### src/rtl/sl_pkg.sv
package sl_pkg;

    localparam int BYTE_W  = 8;
    localparam int PRESC_W = 7;
    localparam int ADDR_W  = 2;

    typedef enum logic [ADDR_W-1:0] {
        ADDR_CTRL  = 2'd0,
        ADDR_PRESC = 2'd1,
        ADDR_STAT  = 2'd2,
        ADDR_DATA  = 2'd3
    } reg_addr_e;

    // control layout, MSB first
    typedef struct packed {
        logic       mst;       // master operation
        logic       drv_en;    // drive SCK/MOSI
        logic       cpol;      // SCK idle level
        logic       cpha;      // sampling phase
        logic [1:0] rate_sel;  // coarse divider select
        logic       irq_route; // second interrupt qualifier
        logic       irq_en;    // interrupt enable
    } ctrl_t;

    typedef struct packed {
        logic               dbl;   // extra divide by two
        logic [PRESC_W-1:0] pval;  // prescale value, divides by pval+1
    } presc_t;

    // log2 of the coarse factor 1, 2, 8, 16
    function automatic logic [2:0] rate_shift(input logic [1:0] sel);
        case (sel)
            2'd0:    return 3'd0;
            2'd1:    return 3'd1;
            2'd2:    return 3'd3;
            default: return 3'd4;
        endcase
    endfunction

endpackage

### src/rtl/sl_sync.sv
module sl_sync #(
    parameter int   STAGES  = 2,
    parameter logic RST_VAL = 1'b1
) (
    input  logic clk,
    input  logic rst_n,
    input  logic d_i,
    output logic q_o
);

    logic [STAGES-1:0] sh_d, sh_q;

    always_comb begin
        sh_d = {sh_q[STAGES-2:0], d_i};
    end

    always_ff @(posedge clk or negedge rst_n) begin
        if (!rst_n) sh_q <= {STAGES{RST_VAL}};
        else        sh_q <= sh_d;
    end

    assign q_o = sh_q[STAGES-1];

endmodule

### src/rtl/sl_rate_gen.sv
module sl_rate_gen
    import sl_pkg::*;
#(
    parameter int PW = PRESC_W
) (
    input  logic          clk,
    input  logic          rst_n,
    input  logic          run_i,
    input  logic [PW-1:0] pval_i,
    input  logic          dbl_i,
    input  logic [1:0]    rate_sel_i,
    output logic          tick_o
);

    localparam int CW = PW + 6;

    logic [2:0]    sh_w;
    logic [CW-1:0] half_w;
    logic [CW-1:0] cnt_d, cnt_q;

    assign sh_w   = rate_shift(rate_sel_i) + {2'b00, dbl_i};
    assign half_w = (CW'(pval_i) + CW'(1)) << sh_w;
    assign tick_o = run_i && (cnt_q >= half_w - CW'(1));

    always_comb begin
        cnt_d = cnt_q;
        if (!run_i)      cnt_d = '0;
        else if (tick_o) cnt_d = '0;
        else             cnt_d = cnt_q + CW'(1);
    end

    always_ff @(posedge clk or negedge rst_n) begin
        if (!rst_n) cnt_q <= '0;
        else        cnt_q <= cnt_d;
    end

    AST_CNT_IN_RANGE: assert property (@(posedge clk) disable iff (!rst_n)
        (run_i && $past(run_i) && $stable(half_w) && $past(cnt_q < half_w)) |-> (cnt_q < half_w));

endmodule

### src/rtl/sl_shift_engine.sv
module sl_shift_engine #(
    parameter int DW = 8
) (
    input  logic          clk,
    input  logic          rst_n,
    input  logic          start_i,
    input  logic          abort_i,
    input  logic          tick_i,
    input  logic          cpol_i,
    input  logic          cpha_i,
    input  logic [DW-1:0] data_i,
    input  logic          miso_i,
    output logic          sck_o,
    output logic          mosi_o,
    output logic          busy_o,
    output logic          done_o,
    output logic [DW-1:0] rx_o
);

    localparam int            EDGES = 2 * DW;
    localparam int            EW    = $clog2(EDGES);
    localparam logic [EW-1:0] LAST  = EW'(EDGES - 1);

    typedef struct packed {
        logic          busy;
        logic          sck;
        logic          done;
        logic [EW-1:0] ecnt;
        logic [DW-1:0] tx;
        logic [DW-1:0] rx;
    } eng_t;

    eng_t q, d;
    logic samp_w;

    assign samp_w = cpha_i ? q.ecnt[0] : ~q.ecnt[0];

    always_comb begin
        d      = q;
        d.done = 1'b0;
        if (abort_i) begin
            d.busy = 1'b0;
            d.sck  = cpol_i;
        end else if (start_i && !q.busy) begin
            d.busy = 1'b1;
            d.sck  = cpol_i;
            d.ecnt = '0;
            d.tx   = data_i;
            d.rx   = '0;
        end else if (q.busy) begin
            if (tick_i) begin
                d.sck  = ~q.sck;
                d.ecnt = q.ecnt + 1'b1;
                if (samp_w) begin
                    d.rx = {q.rx[DW-2:0], miso_i};
                end else if (!(cpha_i && q.ecnt == '0) && q.ecnt != LAST) begin
                    d.tx = {q.tx[DW-2:0], 1'b0};
                end
                if (q.ecnt == LAST) begin
                    d.busy = 1'b0;
                    d.done = 1'b1;
                end
            end
        end else begin
            d.sck = cpol_i;
        end
    end

    always_ff @(posedge clk or negedge rst_n) begin
        if (!rst_n) q <= '0;
        else        q <= d;
    end

    assign sck_o  = q.sck;
    assign mosi_o = q.tx[DW-1];
    assign busy_o = q.busy;
    assign done_o = q.done;
    assign rx_o   = q.rx;

    AST_DONE_PULSE: assert property (@(posedge clk) disable iff (!rst_n)
        q.done |=> !q.done);

    AST_IDLE_LEVEL: assert property (@(posedge clk) disable iff (!rst_n)
        (!q.busy && $past(!q.busy) && $stable(cpol_i)) |-> (q.sck == cpol_i));

endmodule

### src/rtl/serial_link_ctrl.sv
module serial_link_ctrl
    import sl_pkg::*;
#(
    parameter int SYNC_STAGES = 2
) (
    input  logic              clk,
    input  logic              rst_n,
    input  logic              bus_sel,
    input  logic              bus_wr,
    input  logic              bus_rd,
    input  logic [ADDR_W-1:0] bus_addr,
    input  logic [BYTE_W-1:0] bus_wdata,
    output logic [BYTE_W-1:0] bus_rdata,
    output logic              sck_o,
    output logic              mosi_o,
    input  logic              miso_i,
    input  logic              ss_n_i,
    output logic              irq_o
);

    typedef struct packed {
        ctrl_t             ctrl;
        presc_t            presc;
        logic [BYTE_W-1:0] rxbuf;
        logic              xfer_done;
        logic              fault;
        logic              ack_done;
        logic              ack_fault;
    } regs_t;

    regs_t q, d;

    logic              ss_sync;
    logic              ss_low;
    logic              wr_ev, rd_ev;
    logic              ctrl_wr, presc_wr, stat_rd, dat_wr, dat_acc;
    logic              start;
    logic              tick;
    logic              eng_sck, eng_mosi, eng_busy, eng_done;
    logic [BYTE_W-1:0] eng_rx;

    sl_sync #(.STAGES(SYNC_STAGES), .RST_VAL(1'b1)) u_ss_sync (
        .clk   (clk),
        .rst_n (rst_n),
        .d_i   (ss_n_i),
        .q_o   (ss_sync)
    );

    assign ss_low   = ~ss_sync;
    assign wr_ev    = bus_sel & bus_wr;
    assign rd_ev    = bus_sel & bus_rd;
    assign ctrl_wr  = wr_ev && (bus_addr == ADDR_CTRL);
    assign presc_wr = wr_ev && (bus_addr == ADDR_PRESC);
    assign stat_rd  = rd_ev && (bus_addr == ADDR_STAT);
    assign dat_wr   = wr_ev && (bus_addr == ADDR_DATA);
    assign dat_acc  = (wr_ev || rd_ev) && (bus_addr == ADDR_DATA);

    assign start = dat_wr && q.ctrl.mst && q.ctrl.drv_en && !ss_low
                && !eng_busy && !eng_done && (!q.xfer_done || q.ack_done);

    always_comb begin
        d = q;
        if (presc_wr) d.presc = presc_t'(bus_wdata);
        if (ctrl_wr) begin
            d.ctrl = ctrl_t'(bus_wdata);
            if (q.ack_fault) begin
                d.fault     = 1'b0;
                d.ack_fault = 1'b0;
            end
        end
        if (stat_rd) begin
            if (q.xfer_done) d.ack_done  = 1'b1;
            if (q.fault)     d.ack_fault = 1'b1;
        end
        if (dat_acc && q.xfer_done && q.ack_done) begin
            d.xfer_done = 1'b0;
            d.ack_done  = 1'b0;
        end
        if (eng_done) begin
            d.xfer_done = 1'b1;
            d.rxbuf     = eng_rx;
        end
        if (ss_low) begin
            d.ctrl.mst    = 1'b0;
            d.ctrl.drv_en = 1'b0;
            if (q.ctrl.mst) begin
                d.fault     = 1'b1;
                d.ack_fault = 1'b0;
            end
        end
    end

    always_ff @(posedge clk or negedge rst_n) begin
        if (!rst_n) q <= '0;
        else        q <= d;
    end

    sl_rate_gen #(.PW(PRESC_W)) u_rate (
        .clk        (clk),
        .rst_n      (rst_n),
        .run_i      (eng_busy),
        .pval_i     (q.presc.pval),
        .dbl_i      (q.presc.dbl),
        .rate_sel_i (q.ctrl.rate_sel),
        .tick_o     (tick)
    );

    sl_shift_engine #(.DW(BYTE_W)) u_eng (
        .clk     (clk),
        .rst_n   (rst_n),
        .start_i (start),
        .abort_i (ss_low),
        .tick_i  (tick),
        .cpol_i  (q.ctrl.cpol),
        .cpha_i  (q.ctrl.cpha),
        .data_i  (bus_wdata),
        .miso_i  (miso_i),
        .sck_o   (eng_sck),
        .mosi_o  (eng_mosi),
        .busy_o  (eng_busy),
        .done_o  (eng_done),
        .rx_o    (eng_rx)
    );

    always_comb begin
        case (bus_addr)
            ADDR_CTRL:  bus_rdata = q.ctrl;
            ADDR_PRESC: bus_rdata = q.presc;
            ADDR_STAT:  bus_rdata = {q.xfer_done, q.fault, {(BYTE_W-2){1'b0}}};
            default:    bus_rdata = q.rxbuf;
        endcase
    end

    assign sck_o  = eng_sck;
    assign mosi_o = q.ctrl.drv_en & eng_mosi;
    assign irq_o  = q.xfer_done & q.ctrl.irq_en & q.ctrl.irq_route;

    AST_FLAG_HOLD: assert property (@(posedge clk) disable iff (!rst_n)
        (q.xfer_done && !dat_acc) |=> q.xfer_done);

    AST_WRITE_BLOCKED: assert property (@(posedge clk) disable iff (!rst_n)
        (q.xfer_done && !q.ack_done && dat_wr) |=> !eng_busy);

    AST_RX_COPY: assert property (@(posedge clk) disable iff (!rst_n)
        eng_done |=> (q.rxbuf == $past(eng_rx)));

    AST_MODE_FAULT: assert property (@(posedge clk) disable iff (!rst_n)
        (ss_low && q.ctrl.mst) |=> (q.fault && !q.ctrl.mst && !eng_busy));

endmodule

### config.mk
export PLATFORM = sky130hd
export DESIGN_NAME = serial_link_ctrl
export DESIGN_NICKNAME = d
export VERILOG_FILES = /design/src/rtl/sl_pkg.sv /design/src/rtl/sl_sync.sv /design/src/rtl/sl_rate_gen.sv /design/src/rtl/sl_shift_engine.sv /design/src/rtl/serial_link_ctrl.sv
export SDC_FILE = /design/constraint.sdc
export NUM_CORES = 1
export LEC_CHECK = 0
export ABC_CLOCK_PERIOD_IN_PS = 13800
export BUFFER_PORTS_ARGS = -buffer_cell sky130_fd_sc_hd__buf_2
export CELL_PAD_IN_SITES_DETAIL_PLACEMENT = 1
export CELL_PAD_IN_SITES_GLOBAL_PLACEMENT = 2
export CORE_AREA = 2 2 107 109
export DETAILED_ROUTE_END_ITERATION = 8
export DIE_AREA = 0 0 109 111
export PLACE_DENSITY = 0.89
export SLEW_MARGIN = 30
export SYNTH_ARGS = -nofsm -noshare
export SYNTH_HDL_FRONTEND = slang
export SYNTH_SLANG_ARGS = --single-unit
### constraint.sdc
create_clock -name clk -period 13.8 [get_ports clk]
set_input_delay 0.69 -clock clk [delete_from_list [all_inputs] [get_ports clk]]
set_output_delay 0.69 -clock clk [all_outputs]
set_load 0.1 [all_outputs]
# Yosys cells after proc, flatten, opt, wreduce, memory -nomap -nowiden
# Cells that the tools add are included.
[op_classes] order_cmp=1 muxes=34 div=0 n_reduce_logical=37 add_sub_neg=5 n_bitwise=7 n_eq_ne=10 mul=0 shifts=1
[ops] op="21-bit 2-to-1 mux" count=2
[ops] op="8-bit 2-to-1 mux" count=4
[ops] op="13-bit 2-to-1 mux" count=2
[ops] op="8-bit one-hot mux with 3 select lines" count=1
[ops] op="23-bit 2-to-1 mux" count=1
[ops] op="20-bit 2-to-1 mux" count=1
[ops] op="1-bit 2-to-1 mux" count=18
[ops] op="1-bit logical AND" count=17
[ops] op="2-bit nonzero test" count=7
[ops] op="13-bit by 1-bit adder with 13-bit output, second input constant" count=1
[ops] op="13-bit >= comparator" count=1
[ops] op="13-bit by 3-bit << shifter with 13-bit output" count=1
[ops] op="13-bit by 1-bit subtractor with 13-bit output, second input constant" count=1
[ops] op="3-bit one-hot mux with 3 select lines" count=1
[ops] op="7-bit by 1-bit adder with 8-bit output, second input constant" count=1
[ops] op="2-bit 2-to-1 mux" count=4
[ops] op="4-bit inequality test, second input constant" count=2
[ops] op="2-bit equality test, second input constant" count=3
[ops] op="1-bit bitwise AND" count=5
[ops] op="5-bit AND reduction" count=1
[ops] op="4-bit by 1-bit adder with 4-bit output, second input constant" count=1
[ops] op="2-bit by 1-bit equality test with 1-bit output, second input constant" count=2
[ops] op="4-bit equality test, second input constant" count=1
[ops] op="1-bit zero test" count=4
[ops] op="other kinds (9)" count=13
[word_totals] mem_bits_ro=0 in_bits=17 ramBits=0 mem_count=0 latchBits=0 regBits=66

# Longest topological paths before layout
[logic_depth] depth_word=11 depth_mapped=25 depth_no_buf=21

# Hierarchy
# A second synthesis with hierarchy kept.
[hier_totals] hier_cells=488 hier_area_um2=4667.0
[by_module_without_submodules] module="sl_rate_gen" cells_each=251 area_per_inst_um2=2021.9 n_inst=1
[by_module_without_submodules] module="serial_link_ctrl" cells_each=104 area_per_inst_um2=1333.8 n_inst=1
[by_module_without_submodules] module="sl_shift_engine" cells_each=131 area_per_inst_um2=1258.7 n_inst=1
[by_module_without_submodules] module="sl_sync" cells_each=2 area_per_inst_um2=52.6 n_inst=1

# Worst setup path before layout
# Ideal clock, no wire load.
[synth_path] kind="register to register" from="reg q[22] (netlist bit)" to="reg u_eng.q[18] (netlist bit)" path_stages_with_launch=24 path_slack_ns=9.204 period_less_slack_ns=4.596 arrival_time_ns=4.464 setup_ns=0.132 path_buffers=3 required_time_ns=13.668 cell_sequence="dfrtp_1 inv_1 ha_1 inv_1 ha_1 ha_1 buf_2 inv_1 clkbuf_1 nand2_1 a311oi_1 a211oi_4 and4b_4 nand2_1 xnor2_1 ha_1 a21o_1 a21o_1 a21oi_1 and3b_1 o21a_1 clkbuf_1 nor4_1 or3b_1"
[synth_via] elab_chain_len=9
[synth_lines] item="from (decl)" line="serial_link_ctrl.sv:31" rtl="regs_t q, d;"
[synth_lines] item="from (signal assigned)" line="serial_link_ctrl.sv:94" rtl="if (!rst_n) q <= '0;"
[synth_lines] item="from (signal assigned)" line="serial_link_ctrl.sv:95" rtl="else q <= d;"
[synth_lines] item="2-bit equality test, or another cell as far along" line="sl_pkg.sv:32" rtl="case (sel)"
[synth_lines] item="3-bit one-hot mux with 3 select lines *" line="sl_pkg.sv:32"
[synth_lines] item="3-bit by 1-bit adder with 3-bit output *" line="sl_rate_gen.sv:21" rtl="assign sh_w = rate_shift(rate_sel_i) + {2'b00, dbl_i};"
[synth_lines] item="13-bit by 3-bit << shifter with 13-bit output *" line="sl_rate_gen.sv:22" rtl="assign half_w = (CW'(pval_i) + CW'(1)) << sh_w;"
[synth_lines] item="13-bit by 1-bit subtractor with 13-bit output *" line="sl_rate_gen.sv:23" rtl="assign tick_o = run_i && (cnt_q >= half_w - CW'(1));"
[synth_lines] item="13-bit >= comparator *" line="sl_rate_gen.sv:23"
[synth_lines] item="1-bit logical AND *" line="sl_rate_gen.sv:23"
[synth_lines] item="2-bit nonzero test (no source line) *"
[synth_lines] item="3-bit AND reduction (no source line) *"
[synth_lines] item="to (signal assigned)" line="sl_shift_engine.sv:70" rtl="if (!rst_n) q <= '0;"
[synth_lines] item="to (signal assigned)" line="sl_shift_engine.sv:71" rtl="else q <= d;"
[synth_lines] item="to (decl)" line="sl_shift_engine.sv:33" rtl="eng_t q, d;"
# Every way passes the cells marked *; elsewhere a longest branch is shown, timed or not.
# A chain may end at the register's enable or synchronous reset.

# Final worst setup path
# Ends and elaborated chain as after synthesis.

==> out/metrics.cfg <==
[outcome]
status=completed

[setup_path]
cp_data_arrival_time_ns=5.96
cp_data_required_time_ns=14.01
r2r-end=u_eng.q[18]$_DFFE_PN0P_
cp_max_fo=30
crit_type=flip-flop to flip-flop
crit_end=u_eng.q[18]$_DFFE_PN0P_
startpoint_type=flip-flop
reg2reg_slack_ns=8.06
startpoint=q[22]$_DFFE_PN0P_
crit_path_end_kind=flip-flop
r2r-start=q[22]$_DFFE_PN0P_
reg2reg_depth=20

[power_and_ir_drop]
power_leakage_nw=2.20
clock_power_share_pct=29.7
max-vdd-ir-drop_v=0.0000857
p_seq_share_pct=25.7
powerDensity_nw_per_um2=177
switching_share_pct=40.4
p_total_uw=907
power_frac_comb_pct=44.6
p_switching_uw=366
p_int_uw=541

[clocking]
ctsResizeCount=0
postCtsSetupBuffers=0
clock_path_buffers=2
postCtsHoldBufs=0
cts_tree=yes
cts_made_buffers=9
root_buffer=clkbuf_16
clock_latency_ns=0.34
cts.sinks=66
clk_pin_slew_ns=0.06
ctsHtreeMaxLevel=3

[placement]
post-place-ws_ns=8.14
gp_congestion=0.896
place_inst=619
place_area_um2=4770
io_buffer_count=27
hpwl_mm=8.79

[timing]
setup_viol_count_final=0
fin_skew_ns=0.00546
final.setup.worst_slack_ns=8.06
slew_headroom_pct=42.2
post-route-period-util_pct=41.6
min_period_ns=5.74
rsz0062_at_grt=false
tns_ns=0
finalMaxSlewViolations=0
hold_viol_final=0
worst_pin_slew_ns=0.864
holdWs_ns=0.356
max_freq_mhz=174

[yosys]
syn_nets=518
yosys_register_bits=66
synth_area_leader_cell=dfrtp_1
yosysMostFrequentCell=dfrtp_1
synthTopCellsByArea=dfrtp_1 (35%), mux2_2 (7.1%), ha_1 (6.0%)
synth_commonest_cells=dfrtp_1 (64), nand2_1 (39), nor2_1 (34), mux2_2 (29), o21ai_0 (27)
postSynthCellCount=479
yosys_warnings=0
syn_area_um2=4600
synth_ff_type=dfrtp_1
ys_async_sr_fraction_pct=100
synth_top_area_share_pct=34.8
synth_edf_count=0
synth_cell_types=79
postSynthAreaPerCell_um2=9.61
seq_area_frac_synth_pct=35.9

[detailed_routing]
wire_per_inst_um=19.4
drt-total-wl_mm=12.3
drc=0
drt-pass1-iter-count=4
avgViaCountPerCell=5.88
postRouteAntennaNets=0
drt-initial-drc-count=174
vias=3736

[die]
fp.dieH_um=111
start_util_pct=41.6
num_rows=39
core_area_um2=11100
die_area_um2=12100
ioPinCount=28
die_w_um=109

[layout]
seq_area_um2=1650
multi_input_area_um2=2730
final_core_util_pct=46.2
fillCellCount=1244
drive_gt1_share_pct=20.5
num-nets-final=526
syn2layout_area_growth_pct=11.2
finish.instance_area_um2=5120
n_antenna_cell=0
layout.cells.non_filler=635

[grt]
grt_pass1_vias=3977
grt_overflow=0
antenna_found_initial=0
grt_pass1_wl_mm=20.5
grt_usage_pct=21.8
grt_start_max_net_pins=67

[worst_hold_path]
hold_path.class=flip-flop to flip-flop

[run]
cap_viol_max_count=0

[power groups by stage]
stage                     registers, mW  logic, mW  clock network [mW]
after CTS                         0.232      0.406               0.275
after floorplan                   0.222      0.337                   0
final                             0.233      0.405               0.270
after global placement            0.234      0.392                   0
after detailed placement          0.235      0.403                   0
after global routing              0.235      0.446               0.283
[routing by layer]
layer	vias up	track usage [%]	share of wire, %	routed length, um
li1	1766	-	-	-
met1	1884	27.3	44	5390
met2	62	36.7	51	6340
met3	24	3.53	2.3	284
met4	0	8.97	2.6	319
met5	-	0	0	0
[worst max-delay path: stages (launching register included)]
cell and delay (ns):
dfrtp_1 0.37, inv_1 0.08, ha_1 0.28, inv_1 0.04
ha_1 0.16, ha_1 0.84, inv_1 0.39, o221ai_1 0.36
or3_1 0.15, and3_1 0.21, and3_1 0.29, nand2_1 0.10
xnor2_1 0.13, ha_1 0.30, a21o_1 0.19, a21o_1 0.17
a21oi_1 0.19, and3b_1 0.20, o21a_1 0.62, nor4_1 0.14
or3b_1 0.40
[logic make-up after synthesis]
| logic type | after synthesis | share of synthesized area [%] |
|---|---|---|
| flops | 66 | 35.9 |
| xor+xnor | 28 | 5.33 |
| mux | 40 | 10.0 |
| fa+ha+maj | 22 | 5.98 |
| buf+inv | 47 | 5.03 |
| simple gates | 164 | 19.5 |
| compound gates | 112 | 18.2 |
[cells in the final DEF (no fill, tap or decap), drive strengths merged, types with 3 or more instances in the layout]
master / n
nand2: 39
mux2i: 9
o211a: 4
bufinv: 3
xor2: 14
a311oi: 4
xnor2: 14
clkbuf: 10
and3: 11
a21oi: 13
or3: 3
nand3: 21
buf: 30
nand3b: 3
dfrtp: 64
nor4: 3
nor3: 8
a211oi: 5
ha: 22
o31ai: 8
a2bb2oi: 7
and4b: 3
nor2: 34
inv: 15
o22ai: 3
o21a: 3
o21ai: 28
nor2b: 7
mux2: 29
and2: 5
nand2b: 5
nor3b: 10
a21o: 5
a21boi: 3
[registers in the layout, indices dropped and copies added, names as in the netlist, 2 cells and up]
register        flops
u_ss_sync.sh_q      2
u_rate.cnt_q       13
q                  28
u_eng.rx_o          8
u_eng.q            11
[area by class of cell]
| type | instances | share of cell area (%) |
|---|---|---|
| Multi-Input combinational cell | 366 | 53.2 |
| Clock inverter | 6 | 2.20 |
| Inverter | 14 | 1.03 |
| Tap cell | 143 | 3.49 |
| Sequential cell | 66 | 32.3 |
| Timing Repair Buffer | 30 | 3.08 |
| Clock buffer | 10 | 4.67 |
[how the worst min path moves through the flow]
stage / start / to / slack [ns] / cells after the start
after floorplan: u_ss_sync.sh_q[0]$_DFF_PN1_ / u_ss_sync.sh_q[1]$_DFF_PN1_ / 0.35 / 0
after global placement: u_ss_sync.sh_q[0]$_DFF_PN1_ / u_ss_sync.sh_q[1]$_DFF_PN1_ / 0.35 / 0
after detailed placement: u_ss_sync.sh_q[0]$_DFF_PN1_ / u_ss_sync.sh_q[1]$_DFF_PN1_ / 0.35 / 0
after CTS: u_ss_sync.sh_q[0]$_DFF_PN1_ / u_ss_sync.sh_q[1]$_DFF_PN1_ / 0.36 / 0
after global routing: u_ss_sync.sh_q[0]$_DFF_PN1_ / u_ss_sync.sh_q[1]$_DFF_PN1_ / 0.36 / 0
final: u_ss_sync.sh_q[0]$_DFF_PN1_ / u_ss_sync.sh_q[1]$_DFF_PN1_ / 0.36 / 0
(Power assumes the default switching activity.)
